### src/rtl/ab_pkg.sv
package ab_pkg;
    localparam int NSRC  = 6;
    localparam int NINT  = 4;
    localparam int SRC_W = $clog2(NSRC);

    typedef enum logic [SRC_W-1:0] {
        SRC_CPU  = 3'd0,
        SRC_ETH  = 3'd1,
        SRC_BULK = 3'd2,
        SRC_SER  = 3'd3,
        SRC_EXT  = 3'd4,
        SRC_RFSH = 3'd5
    } src_e;

    typedef struct packed {
        src_e owner;
        logic busy;
        logic burst;
    } tenure_t;

    typedef struct packed {
        logic dma_last;
        logic comm_next;
        logic ext_last;
    } hist_t;

    function automatic logic is_dma(input src_e s);
        return (s == SRC_ETH) || (s == SRC_BULK) || (s == SRC_SER);
    endfunction

    function automatic src_e comm_pick(input logic bulk_req, input logic ser_req,
                                       input logic bulk_low);
        if (bulk_low) return ser_req ? SRC_SER : SRC_BULK;
        return bulk_req ? SRC_BULK : SRC_SER;
    endfunction
endpackage

### src/rtl/ab_dma_pick.sv
module ab_dma_pick
    import ab_pkg::*;
(
    input  logic eth_req,
    input  logic bulk_req,
    input  logic ser_req,
    input  logic comm_next,
    input  logic bulk_low,
    output logic any_req,
    output src_e pick
);
    logic comm_req;

    always_comb begin
        comm_req = bulk_req | ser_req;
        any_req  = eth_req | comm_req;
        if (eth_req && (!comm_req || !comm_next)) pick = SRC_ETH;
        else                                      pick = comm_pick(bulk_req, ser_req, bulk_low);
    end
endmodule

### src/rtl/ab_ext_limit.sv
module ab_ext_limit #(
    parameter int MAX_CYC = 8
) (
    input  logic clk,
    input  logic rst,
    input  logic restart,
    input  logic active,
    output logic expire
);
    localparam int CW = $clog2(MAX_CYC + 1);

    logic [CW-1:0] cnt_q;

    always_ff @(posedge clk) begin
        if (rst || restart) cnt_q <= '0;
        else if (active)    cnt_q <= cnt_q + 1'b1;
    end

    assign expire = active && (cnt_q == CW'(MAX_CYC - 1));
endmodule

### src/rtl/ab_bus_arb.sv
module ab_bus_arb
    import ab_pkg::*;
#(
    parameter int EXT_MAX_CYC = 8
) (
    input  logic             clk,
    input  logic             rst,
    input  logic             ext_en,
    input  logic             bulk_low,
    input  logic [NSRC-1:0]  req,
    input  logic [NSRC-1:0]  burst,
    input  logic [NSRC-1:0]  done,
    output logic [NSRC-1:0]  grant,
    output logic [SRC_W-1:0] owner,
    output logic             own_burst
);
    tenure_t         ten_q, ten_d;
    hist_t           hist_q, hist_d;
    logic [NSRC-1:0] req_eff;
    logic            dma_any, ext_active, ext_expire, boundary, have_win;
    src_e            dma_src, win;

    always_comb begin
        req_eff = req;
        if (!ext_en) req_eff[SRC_EXT] = 1'b0;
    end

    ab_dma_pick u_dma (
        .eth_req  (req_eff[SRC_ETH]),
        .bulk_req (req_eff[SRC_BULK]),
        .ser_req  (req_eff[SRC_SER]),
        .comm_next(hist_q.comm_next),
        .bulk_low (bulk_low),
        .any_req  (dma_any),
        .pick     (dma_src)
    );

    assign ext_active = ten_q.busy && (ten_q.owner == SRC_EXT);
    assign boundary   = !ten_q.busy || done[ten_q.owner] || ext_expire;

    ab_ext_limit #(.MAX_CYC(EXT_MAX_CYC)) u_lim (
        .clk    (clk),
        .rst    (rst),
        .restart(boundary),
        .active (ext_active),
        .expire (ext_expire)
    );

    // Decision order: refresh, external (unless it just had the bus), CPU/DMA yield rule.
    always_comb begin
        have_win = 1'b1;
        win      = SRC_CPU;
        if (req_eff[SRC_RFSH])
            win = SRC_RFSH;
        else if (req_eff[SRC_EXT] && !(hist_q.ext_last && |req_eff[NINT-1:0]))
            win = SRC_EXT;
        else if (req_eff[SRC_CPU] && (!dma_any || hist_q.dma_last))
            win = SRC_CPU;
        else if (dma_any)
            win = dma_src;
        else
            have_win = 1'b0;
    end

    always_comb begin
        ten_d  = ten_q;
        hist_d = hist_q;
        if (boundary) begin
            if (have_win) begin
                ten_d.owner     = win;
                ten_d.busy      = 1'b1;
                ten_d.burst     = (win == SRC_SER) ? 1'b0 : burst[win];
                hist_d.ext_last = (win == SRC_EXT);
                if (win == SRC_CPU)  hist_d.dma_last = 1'b0;
                else if (is_dma(win)) hist_d.dma_last = 1'b1;
                if (win == SRC_ETH) hist_d.comm_next = 1'b1;
                else if ((win == SRC_BULK) || (win == SRC_SER)) hist_d.comm_next = 1'b0;
            end else begin
                ten_d = '{owner: SRC_CPU, busy: 1'b0, burst: 1'b0};
            end
        end
    end

    always_ff @(posedge clk) begin
        if (rst) begin
            ten_q  <= '{owner: SRC_CPU, busy: 1'b0, burst: 1'b0};
            hist_q <= '0;
        end else begin
            ten_q  <= ten_d;
            hist_q <= hist_d;
        end
    end

    for (genvar g = 0; g < NSRC; g++) begin : g_gnt
        assign grant[g] = (ten_q.owner == src_e'(g));
    end

    assign owner     = ten_q.owner;
    assign own_burst = ten_q.burst;
endmodule

### config.mk
export PLATFORM = sky130hd
export DESIGN_NAME = ab_bus_arb
export DESIGN_NICKNAME = d
export VERILOG_FILES = /design/src/rtl/ab_pkg.sv /design/src/rtl/ab_dma_pick.sv /design/src/rtl/ab_ext_limit.sv /design/src/rtl/ab_bus_arb.sv
export SDC_FILE = /design/constraint.sdc
export NUM_CORES = 1
export LEC_CHECK = 0
export BUFFER_PORTS_ARGS = -buffer_cell sky130_fd_sc_hd__buf_2
export CAP_MARGIN = 40
export CORE_ASPECT_RATIO = 0.8
export CORE_MARGIN = 2
export CORE_UTILIZATION = 52
export DETAILED_ROUTE_END_ITERATION = 8
export PLACE_DENSITY = 0.83
export SLEW_MARGIN = 10
export SYNTH_ARGS = -nofsm -noshare
export SYNTH_HDL_FRONTEND = slang
export SYNTH_HIERARCHICAL = 1
export SYNTH_SLANG_ARGS = --single-unit
### constraint.sdc
create_clock -name clk -period 6.05 [get_ports clk]
set_input_delay 1.21 -clock clk [delete_from_list [all_inputs] [get_ports clk]]
set_output_delay 1.21 -clock clk [all_outputs]
set_load 0.05 [all_outputs]
* After elaboration in Yosys (flattened, before gate mapping)
Cells that the tools add are included.
** Cells by class
- Add/subtract/negate cells :: 1
- $lt $le $gt $ge :: 2
- Equality and inequality tests :: 10
- Mux-type cells :: 26
- Bitwise operators :: 2
- Reduce and logical (&&, ||, !) cells :: 27
** Operators by type and width (count)
- 3-bit 2-to-1 mux :: 7
- 1-bit 2-to-1 mux :: 16
- 3-bit by 2-bit == test with 1-bit output (second input constant) :: 4
- 3-bit == test (second input constant) :: 3
- 1-bit logical OR :: 8
- 3-bit by 4-bit < comparator with 1-bit output (second input constant) :: 2
- 1-bit binary-select mux with 3-bit select :: 2
- 3-bit by 1-bit == test with 1-bit output (second input constant) :: 2
- 1-bit logical AND :: 6
- 3-bit zero test :: 2
- 3-bit AND reduction :: 2
- 1-bit zero test :: 5
- 5-bit 2-to-1 mux :: 1
- 4-bit by 1-bit adder with 4-bit output (second input constant) :: 1
- 4-bit by 3-bit == test with 1-bit output (second input constant) :: 1
- 2-bit nonzero test :: 2
- 4-bit OR reduction :: 1
- 1-bit bitwise OR :: 2
- 2-bit AND reduction :: 1
** Storage, ports and cells
- Bits in registers :: 12
- Bits of input ports :: 22
- Output and inout bits :: 10
- Logic and storage cells :: 75

* Logic depth before layout (Yosys ltp)
- Word-level depth :: 16
- Mapped depth :: 12
- Mapped depth without buffers :: 10

* Cells and area by module
The synthesis kept the hierarchy.
** Modules (own cells, without submodules)
- ab_bus_arb :: instances 1, cells each 83, area each 663.1 µm², seq. area each 160.2 µm²
- ab_ext_limit :: instances 1, cells each 18, area each 210.2 µm², seq. area each 80.1 µm²
- ab_dma_pick :: instances 1, cells each 9, area each 48.8 µm², seq. area each 0.0 µm²

* Worst setup path before layout
Ideal clock, no wire load.
- Path kind :: register to register
- Start :: register ten_q (netlist bit owner[1])
- End :: register u_lim.cnt_q[3]
- Library setup time :: 0.123 ns
- Arrival :: 2.561 ns
- Data required time :: 5.927 ns
- Slack :: 3.365 ns
- Stages on the path, launching flop included :: 13
- Buffers on the path :: 2
- Period minus slack after synthesis :: 2.685 ns
- Cell sequence :: dfxtp_1 -> buf_2 -> nand2b_1 -> nor2_1 -> and2_1 -> buf_6 -> and4b_2 -> nor2b_1 -> o21ai_1 -> nor2_2 -> inv_2 -> nor3b_1 -> mux2_1
** Between the ends
- Word-level cells in the longest chain between the ends :: 5
- Elaborated cells on any way between the ends :: 8
- Classes of those cells :: eq/ne: 1; mux: 2; reduce/logical: 5
** RTL lines
- start: declaration :: line ab_bus_arb.sv:17 : tenure_t ten_q, ten_d;
- start signal: assignment :: line ab_bus_arb.sv:86 : ten_q <= '{owner: SRC_CPU, busy: 1'b0, burst: 1'b0};
- start signal: assignment :: line ab_bus_arb.sv:89 : ten_q <= ten_d;
- 3-bit == test
- net grant[4] :: line ab_bus_arb.sv:13 : output logic [NSRC-1:0] grant,
- 1-bit logical AND :: line ab_bus_arb.sv:38 : assign ext_active = ten_q.busy && (ten_q.owner == SRC_EXT);
- net ext_active :: line ab_bus_arb.sv:20 : logic dma_any, ext_active, ext_expire, boundary, have_win;
- 1-bit logical AND :: line ab_ext_limit.sv:19 : assign expire = active && (cnt_q == CW'(MAX_CYC - 1));
- net ext_expire :: line ab_bus_arb.sv:20
- 1-bit logical OR :: line ab_bus_arb.sv:39 : assign boundary = !ten_q.busy || done[ten_q.owner] || ext_expire;
- net boundary :: line ab_bus_arb.sv:20
- 1-bit logical OR :: line ab_ext_limit.sv:15 : if (rst || restart) cnt_q <= '0;
- end signal: assignment :: line ab_ext_limit.sv:16 : else if (active) cnt_q <= cnt_q + 1'b1;
- end: declaration :: line ab_ext_limit.sv:12 : logic [CW-1:0] cnt_q;
The timed path passes the listed nets, and every way through them passes these cells. The select of a mux whose other input is x is not followed.
A chain may end at the register's enable or synchronous reset.

* Worst setup path after layout
- Start :: register ten_q (netlist bit owner[1])
- End :: output port grant[5]
** Between the ends
- Word-level cells in the longest chain between the ends :: 1
** RTL lines
- 3-bit == test :: line ab_bus_arb.sv:95 : assign grant[g] = (ten_q.owner == src_e'(g));
- end: declaration :: line ab_bus_arb.sv:13
No other way between the ends.

==> results.yml <==
run:
  cap_viol_max_count: 0
grt:
  grt_max_degree: 15
  grt_use_total: 0.1971
  grt_pass1_vias: 750
  overflow: 0
  grt_pass1_wl_um: 3180
  antenna_found_initial: 0
final_layout:
  drive_above_1_share: 0.3358
  area_growth_pct: 14.25
  fill_cells: 138
  stdcell_area_mm2: 0.001054
  n_antenna_cell: 0
  nets: 159
placed_design:
  globalplace.congestion: 0.9161
  dpl_cell_area_mm2: 0.001031
  portBuffers: 30
  place_hpwl_um: 1528
cts:
  clockBufferDepth: 2
  cts_tree: "built"
  clock-root-buffer: "clkbuf_4"
  clkLatencyLatePin_ps: 270
  cts_hold_buf: 0
  numCtsBuffers: 3
  cts_resized: 0
  post_cts_buffers: 0
  clock-sinks: 12
  h-tree-depth: 1
  cts.clk_slew.worst_paths_ps: 70
timing:
  hold_viol_final: 0
  rsz0062_at_grt: "false"
  final_max_slew_viol_count: 0
  fin_skew_ps: 2.446
  fmax_mhz: 399.0
  fin_setup_tns_ps: 0
  min_period_ps: 2507
  setup_viol: 0
  finalCritPeriodShare: 0.4143
setup_path:
  cp-start-kind: "register"
  crit_type: "register to output port"
  worstPathRequired_ps: 4840
  crit_chain: "inv_1, and3_1, buf_2"
  crit_path_top_delay_cell: "dfxtp_1"
  cp_max_fo: 9
  cp.arrival_ps: 1300
  worst_setup_path_end_kind: "output port"
  slowest_delay_ps: 510
synth:
  ys_types: 55
  ys_seq_area_frac: 0.2605
  yosysWarnings: 6
  synthesis.nets: 133
  synth_enable_flop_cells: 0
  syn_inst: 110
  ys_ff_latch: 12
  netlist_area_um2: 922.1
  ys_async_sr_fraction: 0
  synthFlopType: "dfxtp_1"
  synth.avg_cell_area_um2: 8.383
floorplan:
  dieHeight_um: 41.67
  coreArea_mm2: 0.001643
  initial_core_util: 0.5613
  fp.dieW_um: 51.08
  fp.dieArea_mm2: 0.002128
  row_count: 13
  io_pins: 32
min_path:
  hold_class: "register to register"
status:
  status: "complete, no violations"
routing:
  drt_first_iter_violations: 16
  first_pass_iters: 4
  ant_nets: 0
  viasPerCell: 5.532
  wl_um: 1882
  drc: 0
  route.vias.total: 863
  post_drt_wl_per_cell_um: 12.06
pwr:
  ir_drop_uv: 132.5
  power.density_mw_per_mm2: 211.8
  p_leak_nw: 0.4740
  finalPower_mw: 0.2231
sequential cells by signal, indices dropped and copies added (netlist names):
signal and flops:
u_lim/cnt_q 4, hist_q 3, owner 3, own_burst 1
ten_q 1
layout make-up:
type                            count  area, um^2  share of cell area
Inverter                            4       15.01             0.01425
Multi-Input combinational cell     85       598.1              0.5677
Clock buffer                        3       22.52             0.02138
Sequential cell                    12       240.2              0.2280
Tap cell                           22       27.53             0.02613
Timing Repair Buffer               30       150.1              0.1425
per-layer routing:
layer | vias to the layer above | routed length, um | global-route usage
li1 | 452 | - | -
met1 | 378 | 911 | 0.2607
met2 | 29 | 811 | 0.3013
met3 | 4 | 128 | 0.05396
met4 | 0 | 30 | 0.08108
met5 | - | 0 | 0
cells in the mapped netlist (all sizes together) (3+ instances only):
cell    instances  area [um^2]
and2            5        33.78
inv             4        15.01
nor2           11        43.80
nor3            8        45.04
o21ai           3        15.01
o31ai           3        27.52
or2             3        21.28
nand2           6        22.52
buf             7        61.30
mux2i           5        50.05
a21oi           3        15.01
dfxtp          12        240.2
nand2b          3        18.77
nor2b           3        18.77
path summary, 6_finish.rpt:
path / start / to / slack (ps) / cells after the start
setup / recovery: owner[1]$_SDFFE_PP0N_ / grant[5] / 3540 / 3
hold / removal: hist_q[1]$_SDFFE_PP0P_ / hist_q[1]$_SDFFE_PP0P_ / 530 / 2
setup reg to reg: owner[1]$_SDFFE_PP0N_ / own_burst$_SDFFE_PP0N_ / 3760 / 10
hold reg to reg: hist_q[1]$_SDFFE_PP0P_ / hist_q[1]$_SDFFE_PP0P_ / 530 / 2
metrics by stage:
stage	cells	utilization	hold WS, ps	setup slack (ps)
detailed placement	153	0.6276	509.4	3306
CTS	156	0.6413	526.7	3540
finish	156	0.6413	532.4	3544
global route	156	0.6413	559.8	3380
global placement	153	0.6276	481.8	3341
floorplan	110	-	456.9	3365
cell usage in the layout (no fill, tap or decap), types with 3 or more instances in the layout:
cell and instances:
buf_2 30, dfxtp_1 12, nor2_1 10, nor3_1 7, nand2_1 6, mux2i_1 5, and2_1 4, nand2b_1 3
nor2b_1 3, inv_1 3, a21oi_1 3, clkbuf_4 3
power by group:
part	switching [mW]	internal, mW	leakage [nW]
clock network	0.0264	0.0231	0.0138
logic	0.0562	0.0281	0.362
registers	0.00522	0.0841	0.0984
total	0.0878	0.135	0.474
critical path, delay by kind of cell (launching register included):
family / cells / cell delay (ps)
AND/OR/NAND/NOR: 1 / 190
buffers and inverters: 2 / 320
flip-flops: 1 / 510
cell families after synthesis:
kind of cell	after synthesis	share of synthesized area
xor+xnor	1	0.009500
flops	12	0.2605
other cells	1	0.004067
simple gates	48	0.2999
buf+inv	13	0.09090
compound gates	28	0.2551
mux	6	0.06649
fa+ha+maj	1	0.01357
(Power assumes the default switching activity.)
